File: config.mk
export PLATFORM = sky130hd
export DESIGN_NAME = hit_miss_counter_bank
export DESIGN_NICKNAME = d
export VERILOG_FILES = /design/src/rtl/hmc_pkg.sv /design/src/rtl/hmc_ctrl.sv /design/src/rtl/hmc_datapath.sv /design/src/rtl/hit_miss_counter_bank.sv
export SDC_FILE = /design/constraint.sdc
export NUM_CORES = 2
export LEC_CHECK = 0
export BUFFER_PORTS_ARGS = -buffer_cell sky130_fd_sc_hd__buf_2
export CAP_MARGIN = 20
export CORE_ASPECT_RATIO = 0.75
export CORE_MARGIN = 5
export CORE_UTILIZATION = 55
export DETAILED_ROUTE_END_ITERATION = 16
export GPL_TIMING_DRIVEN = 0
export PLACE_DENSITY_LB_ADDON = 0.12
export SLEW_MARGIN = 20
export SYNTH_ARGS = -nofsm -noshare
export SYNTH_HDL_FRONTEND = slang
export SYNTH_SLANG_ARGS = --single-unit
File: constraint.sdc
create_clock -name clk -period 4.1 [get_ports clk]
set_input_delay 0.41 -clock clk [delete_from_list [all_inputs] [get_ports clk]]
set_output_delay 0.41 -clock clk [all_outputs]
set_load 0.02 [all_outputs]
File: src/rtl/hmc_pkg.sv
package hmc_pkg;
  typedef struct packed {
    logic clr;
    logic inc;
  } cntStrobe_t;
endpackage

File: src/rtl/hmc_ctrl.sv
module hmc_ctrl
  import hmc_pkg::*;
#(
  parameter int NUM_CPUS = 4,
  parameter int CMD_W    = 2,
  parameter int ID_W     = 4,
  parameter int LIM_W    = 16,
  parameter int BKT_W    = 3,
  parameter int SEL_W    = 1 + CMD_W + BKT_W
) (
  input  logic             clk,
  input  logic             rstN,
  input  logic             clear,
  input  logic             evValid,
  input  logic             evMiss,
  input  logic [CMD_W-1:0] evCmd,
  input  logic [ID_W-1:0]  evId,
  input  logic             evNoCtx,
  input  logic             evWriteback,
  input  logic             limitWr,
  input  logic [LIM_W-1:0] limitData,
  output cntStrobe_t       strobes,
  output logic [SEL_W-1:0] incSlot,
  output logic [LIM_W-1:0] limitLeft,
  output logic             errFlag,
  output logic             stopFlag
);
  localparam int FOLD_STEPS = (2 ** ID_W) / NUM_CPUS;

  // Bounded repeated subtraction: no divider on the event path.
  function automatic logic [BKT_W-1:0] foldId(input logic [ID_W-1:0] id);
    logic [ID_W-1:0] rem;
    rem = id;
    for (int i = 0; i < FOLD_STEPS; i++) begin
      if (rem >= ID_W'(NUM_CPUS)) rem = rem - ID_W'(NUM_CPUS);
    end
    return BKT_W'(rem);
  endfunction

  logic             badWb;
  logic             accept;
  logic [BKT_W-1:0] bucket;

  always_comb begin
    badWb  = evWriteback && !evNoCtx;
    accept = evValid && !badWb;
    if (evWriteback)  bucket = '0;
    else if (evNoCtx) bucket = BKT_W'(NUM_CPUS);
    else              bucket = foldId(evId);
    incSlot     = {evMiss, evCmd, bucket};
    strobes.inc = accept;
    strobes.clr = clear;
  end

  always_ff @(posedge clk) begin
    if (!rstN) begin
      limitLeft <= '0;
      stopFlag  <= 1'b0;
      errFlag   <= 1'b0;
    end else begin
      errFlag <= evValid && badWb;
      if (limitWr) begin
        limitLeft <= limitData;
        stopFlag  <= 1'b0;
      end else if (accept && evMiss && limitLeft != '0) begin
        limitLeft <= limitLeft - 1'b1;
        if (limitLeft == LIM_W'(1)) stopFlag <= 1'b1;
      end
    end
  end
endmodule

File: src/rtl/hmc_datapath.sv
module hmc_datapath
  import hmc_pkg::*;
#(
  parameter int CNT_W = 32,
  parameter int SEL_W = 6,
  parameter int SLOTS = 2 ** SEL_W
) (
  input  logic             clk,
  input  logic             rstN,
  input  cntStrobe_t       strobes,
  input  logic [SEL_W-1:0] incSlot,
  input  logic [SEL_W-1:0] rdSlot,
  output logic [CNT_W-1:0] rdData
);
  logic [CNT_W-1:0] cnt [SLOTS];

  for (genvar g = 0; g < SLOTS; g++) begin : gSlot
    always_ff @(posedge clk) begin
      if (!rstN || strobes.clr) begin
        cnt[g] <= '0;
      end else if (strobes.inc && incSlot == SEL_W'(g) && cnt[g] != '1) begin
        cnt[g] <= cnt[g] + 1'b1;
      end
    end
  end

  assign rdData = cnt[rdSlot];
endmodule

File: src/rtl/hit_miss_counter_bank.sv
module hit_miss_counter_bank
  import hmc_pkg::*;
#(
  parameter int NUM_CPUS = 4,
  parameter int CMD_W    = 2,
  parameter int ID_W     = 4,
  parameter int CNT_W    = 32,
  parameter int LIM_W    = 16,
  parameter int BKT_W    = $clog2(NUM_CPUS + 1)
) (
  input  logic             clk,
  input  logic             rstN,
  input  logic             clear,
  input  logic             evValid,
  input  logic             evMiss,
  input  logic [CMD_W-1:0] evCmd,
  input  logic [ID_W-1:0]  evId,
  input  logic             evNoCtx,
  input  logic             evWriteback,
  input  logic             limitWr,
  input  logic [LIM_W-1:0] limitData,
  input  logic             rdMiss,
  input  logic [CMD_W-1:0] rdCmd,
  input  logic [BKT_W-1:0] rdBucket,
  output logic [CNT_W-1:0] rdData,
  output logic             errFlag,
  output logic             stopFlag
);
  localparam int SEL_W = 1 + CMD_W + BKT_W;

  cntStrobe_t       strobes;
  logic [SEL_W-1:0] incSlot;
  logic [LIM_W-1:0] limitLeft;

  hmc_ctrl #(
    .NUM_CPUS(NUM_CPUS), .CMD_W(CMD_W), .ID_W(ID_W),
    .LIM_W(LIM_W), .BKT_W(BKT_W), .SEL_W(SEL_W)
  ) ctrl (
    .clk(clk), .rstN(rstN), .clear(clear),
    .evValid(evValid), .evMiss(evMiss), .evCmd(evCmd), .evId(evId),
    .evNoCtx(evNoCtx), .evWriteback(evWriteback),
    .limitWr(limitWr), .limitData(limitData),
    .strobes(strobes), .incSlot(incSlot), .limitLeft(limitLeft),
    .errFlag(errFlag), .stopFlag(stopFlag)
  );

  hmc_datapath #(.CNT_W(CNT_W), .SEL_W(SEL_W)) dp (
    .clk(clk), .rstN(rstN), .strobes(strobes), .incSlot(incSlot),
    .rdSlot({rdMiss, rdCmd, rdBucket}), .rdData(rdData)
  );
endmodule

== Word level (Yosys, flattened, before mapping) ==
Memories as Yosys holds them, arrays and structs flattened.
Cells that the tools add are included.

* Output and inout bits: 34
* Memories kept: 1
* Register bits: 18
* Bits in writable memories: 2,048

{| class="wikitable"
|+ Memory list
! memory !! depth !! width !! read ports !! clocked after Yosys merged registers in !! write ports !! line !! RTL
|-
| dp.cnt || 64 || 32 || 65 || 0 || 64 || hmc_datapath.sv:15 || <nowiki>logic [CNT_W-1:0] cnt [SLOTS];</nowiki>
|}

* Bitwise gates (word level): 65
* Reduce and logical (&&, ||, !) cells: 142
* Add/sub/neg operators: 69
* Muxes and demuxes: 272
* $lt $le $gt $ge: 4
* Eq/ne operators: 128

{| class="wikitable"
|+ Operators with widths
! kind !! count
|-
| 32-bit by 1-bit adder with 32-bit output (second input constant) || 64
|-
| 32-bit 2-to-1 mux || 64
|-
| 32-bit != test (second input constant) || 64
|-
| 1-bit 2-to-1 mux || 194
|-
| 6-bit == test (second input constant) || 32
|-
| 1-bit logical AND || 133
|-
| 6-bit by 5-bit == test with 1-bit output (second input constant) || 16
|-
| 1-bit bitwise OR || 64
|-
| 6-bit by 4-bit == test with 1-bit output (second input constant) || 8
|-
| 4-bit 2-to-1 mux || 9
|-
| 16-bit 2-to-1 mux || 2
|-
| 6-bit by 3-bit == test with 1-bit output (second input constant) || 4
|-
| 16-bit by 1-bit == test with 1-bit output (second input constant) || 1
|-
| 4-bit by 3-bit greater-or-equal comparator with 1-bit output (second input constant) || 4
|-
| 16-bit nonzero test || 1
|-
| 16-bit by 1-bit subtractor with 16-bit output (second input constant) || 1
|-
| 6-bit by 2-bit == test with 1-bit output (second input constant) || 2
|-
| 4-bit by 3-bit subtractor with 4-bit output (second input constant) || 3
|-
| 3-bit 2-to-1 mux || 3
|-
| 6-bit by 1-bit == test with 1-bit output (second input constant) || 1
|-
| 6-bit logical NOT || 1
|-
| 1-bit logical NOT || 3
|-
| 3-bit subtractor (second input constant) || 1
|-
| 2-bit AND reduction || 1
|-
| other kinds (4) || 4
|}

== Longest topological paths before layout ==
* Depth after elaboration: 23
* Gate-level depth with buffers: 10
* Gate-level depth less buffers: 7

== Hierarchy ==
Synthesis repeated with hierarchy kept, for this count alone.

* Cells, all modules: 11,732
* Area, all modules: 127,055.6 sq um

{| class="wikitable"
|+ By module, submodules not included
! module !! times used !! cells each !! area an instance (sq um)
|-
| hmc_datapath || 1 || 11,577 || 125,838.2
|-
| hmc_ctrl || 1 || 155 || 1,217.4
|}

== Least setup slack after synthesis ==
No wires, ideal clock.

* Path type: input port to flip-flop
* From: input evWriteback
* To: memory dp.cnt[51][0], enable pin
* Stages on the path: 5
* Required time: 3,630 ps
* Buffers on the path: 2
* Data arrival time: 3,967 ps
* Setup time: 470 ps
* Path slack: -337 ps
* Cells stage by stage: clkbuf_1 or3b_1 or2_2 clkbuf_1 o31ai_1

{| class="wikitable"
|+ RTL lines
! what !! line !! RTL
|-
| start, declared || hit_miss_counter_bank.sv:19 || <nowiki>input logic evWriteback,</nowiki>
|-
| end, declared || hmc_datapath.sv:15 ||
|}

== Final worst setup path ==
* From: input rdCmd[0]
* To: output rdData[26]

* Longest elaborated chain between the ends: 1

{| class="wikitable"
|+ RTL lines
! what !! line !! RTL
|-
| start, declared || hit_miss_counter_bank.sv:23 || <nowiki>input logic [CMD_W-1:0] rdCmd,</nowiki>
|-
| memory 64 x 32 bit || n/a ||
|-
| end, declared || hit_miss_counter_bank.sv:25 || <nowiki>output logic [CNT_W-1:0] rdData,</nowiki>
|}

No other way between the ends.

==> impl_metrics.json <==
{
  "required_ps": 3690,
  "antenna_found_initial": 69,
  "grtUsageMet1_pct": 61.0,
  "syn_area_um2": 109000,
  "drc": 0,
  "synthArstFlopShare_pct": 0,
  "cts_tree": "built",
  "fillers": 15303,
  "crit_fanout": 10,
  "place_inst": 12356,
  "critical_path_class": "in -> out",
  "drt_iter0_markers": 15417,
  "switchingPower_mw": 13.5,
  "ys_seq_area_share_pct": 56.7,
  "final_common_cell": "edfxtp_1",
  "hold_viol_final": 0,
  "grt_pass1_vias": 75449,
  "intPower_mw": 37.1,
  "vias": 85046,
  "fin_crit_ps": 4400,
  "maxCapViolCount": 0,
  "yosys-top-cells-area": "edfxtp_1, mux4_2, xor2_1",
  "setup_ws_ps": -299,
  "fmax_mhz": 227,
  "fin_nets": 10034,
  "cpLargestDelayFamily": "buffers and inverters",
  "critPathArrivalTime_ps": 3990,
  "grt_pass1_wl_um": 599000,
  "finClkSkew_ps": 41.7,
  "violations": "setup timing",
  "track_usage_pct": 41.8,
  "io_pins": 70,
  "vias_per_cell": 6.63,
  "postRouteAntennaNets": 0,
  "layout_common_cells": "edfxtp_1, nor2_1, conb_1",
  "dr.pass1.iters": 6,
  "ir_drop_mv": 0.385,
  "path_clk_slew_ps": 60,
  "final-setup-viol-count": 32,
  "ys_ff_latch": 2066,
  "p_per_area_nw_per_um2": 401,
  "yosys_warnings": 0,
  "status": "complete, but fails checks",
  "totalWireLength_um": 441000,
  "synth_top_cell_area_share_pct": 56.4,
  "pwr-share-comb_pct": 10.3,
  "finish.utilization_pct": 64.0,
  "switching_share_pct": 26.6,
  "post-route-period-util_pct": 107,
  "critical-path-max-stage-delay_ps": 770,
  "leakage_nw": 42.1,
  "busiest_layer": "met1",
  "crit_path_start_kind": "input pin",
  "hold_ws_ps": 99.3,
  "yosys.area.top_type": "edfxtp_1",
  "die_y_um": 396,
  "use_met2_pct": 55.2,
  "syn_to_final_growth_pct": 15.6,
  "wire_per_inst_um": 34.4,
  "path_common_cell": "clkbuf_1",
  "finalNonFillerCells": 12823,
  "rsz0062_at_grt": "true",
  "overflow": 0,
  "power_frac_seq_pct": 51.0,
  "use_met3_pct": 15.3,
  "syn_area_per_cell_um2": 12.4,
  "yosys_most_used_dff": "edfxtp_1",
  "drive_gt1_share_pct": 14.2,
  "cts_sinks": 2066,
  "cts-buffers-inserted": 217,
  "gp_congestion": 1.13,
  "p_clk_share_pct": 38.7,
  "crit_path_top_delay_cell": "a211oi_2",
  "slew_headroom_pct": 19.2,
  "syn_inst": 8793,
  "core_area_um2": 197000,
  "io_buffers": 62,
  "cts-root-buf": "clkbuf_16",
  "synth_cell_type_count": 72,
  "htree_num_levels": 4,
  "grt_max_degree": 33,
  "worst_pin_slew_ps": 1210,
  "min_path_type": "in -> reg",
  "clk_latency_ps": 890,
  "synth_edf_count": 2048,
  "fp.dieW_um": 524,
  "rows": 141,
  "cp_num_buf_inv": 4,
  "clockBufferDepth": 4,
  "crit_path_cell_trace": "clkbuf_1, clkbuf_2, nand2_1, clkbuf_1, a211oi_2, o22ai_1, and3_1, buf_2",
  "die_area_um2": 207000,
  "post-dp-hpwl_um": 339000,
  "end_kind": "output port",
  "start_util_pct": 55.3,
  "slew_viol_final": 0
}
sequential cells by signal, indices dropped and copies added, names as in the netlist:
name            count
ctrl.errFlag        1
ctrl.limitLeft     16
ctrl.stopFlag       1
dp.cnt           2048
cells in the mapped netlist, drive strengths merged (21+ instances only):
cell type and n:
or3 58, o211ai 29, xor2 646, nor2b 44
or4 23, a31o 21, buf 163, nor4 166
nor2 1441, mux2 24, and4 154, and2 58
nand2 496, nor3 184, a22oi 70, mux2i 62
inv 173, and3 191, o21ai 67, xnor2 512
o221ai 52, nand4 431, nand3 563, ha 42
mux4 477, a211oi 26, clkbuf 270, a21oi 61
edfxtp 2048, nand2b 25, o22ai 64
per-stage QoR:
stage                     setup WS [ps]  cell area (um2)  TNS [ps]  power (mW)
final                              -299           126000     -4080        50.6
after global routing               -139           126000      -743        51.5
after CTS                          2.26           126000         0        50.1
after detailed placement          -2860           118000   -402900        30.8
after global placement            -5050           116000  -8168890        30.6
after floorplan                   -95.1           112000     -5790        28.0
kinds of logic after synthesis:
| family | after synthesis | synth area share [%] |
|---|---|---|
| muxes | 563 | 10.7 |
| adders and majority gates | 42 | 0.482 |
| DFF | 2066 | 56.7 |
| buffers and inverters | 606 | 2.24 |
| and+or+nand+nor | 3891 | 17.6 |
| xor gates and xnor gates | 1158 | 9.30 |
| AOI/OAI and AO/OA | 466 | 2.98 |
| other | 1 | 0.00344 |
worst reg2reg max path, stage by stage, from the launching register on:
cell	delay, ps
edfxtp_1	530
ha_1	370
nand4_1	470
nor3_1	540
or3_1	180
clkbuf_1	440
clkbuf_1	740
nor2_1	120
path summary, 6_finish.rpt:
kind	endpoint	slack, ps	from	cells past startpoint
worst max-delay path	rdData[26]	-300	rdCmd[0]	8
worst min-delay path	ctrl.limitLeft[4]	100	rstN	3
worst max register to register	dp.cnt[9][24]	440	dp.cnt[9][0]	7
worst min register to register	ctrl.stopFlag	550	ctrl.stopFlag	2
power groups by stage:
stage	Clock, mW	Combinational [mW]	Sequential, mW
finish	19.6	5.22	25.8
global route	20.5	5.19	25.8
CTS	19.5	4.92	25.7
detailed placement	0	4.69	26.1
global placement	0	4.47	26.1
floorplan	0	2.43	25.6
area by class of cell:
cell class,instances,area (um2),share of cell area (%)
flip-flops and latches,2066,61900,49.1
multi-input cells,6888,48800,38.7
clock buffers,265,5670,4.50
well taps,2645,3310,2.62
plain buffers,432,2480,1.97
repair buffers,178,2180,1.73
clock inverters,118,1020,0.806
inverters,173,649,0.515
diodes,58,145,0.115
per-layer routing:
metal,share of wire [%],routed length (um),up-vias
met5,0.042,185,-
met2,40,176000,6475
met4,5.7,25000,20
li1,-,-,34964
met3,16,71700,1029
met1,38,168000,42558
what timing repair did:
action,in CTS,in global routing
resized for setup,341,38
hold buffers,22,0
setup buffers,1,4
setup endpoints to repair,32,21
pin swaps,19,11
hold endpoints to repair,18,0
No activity file was read; power rests on OpenSTA's default activity.
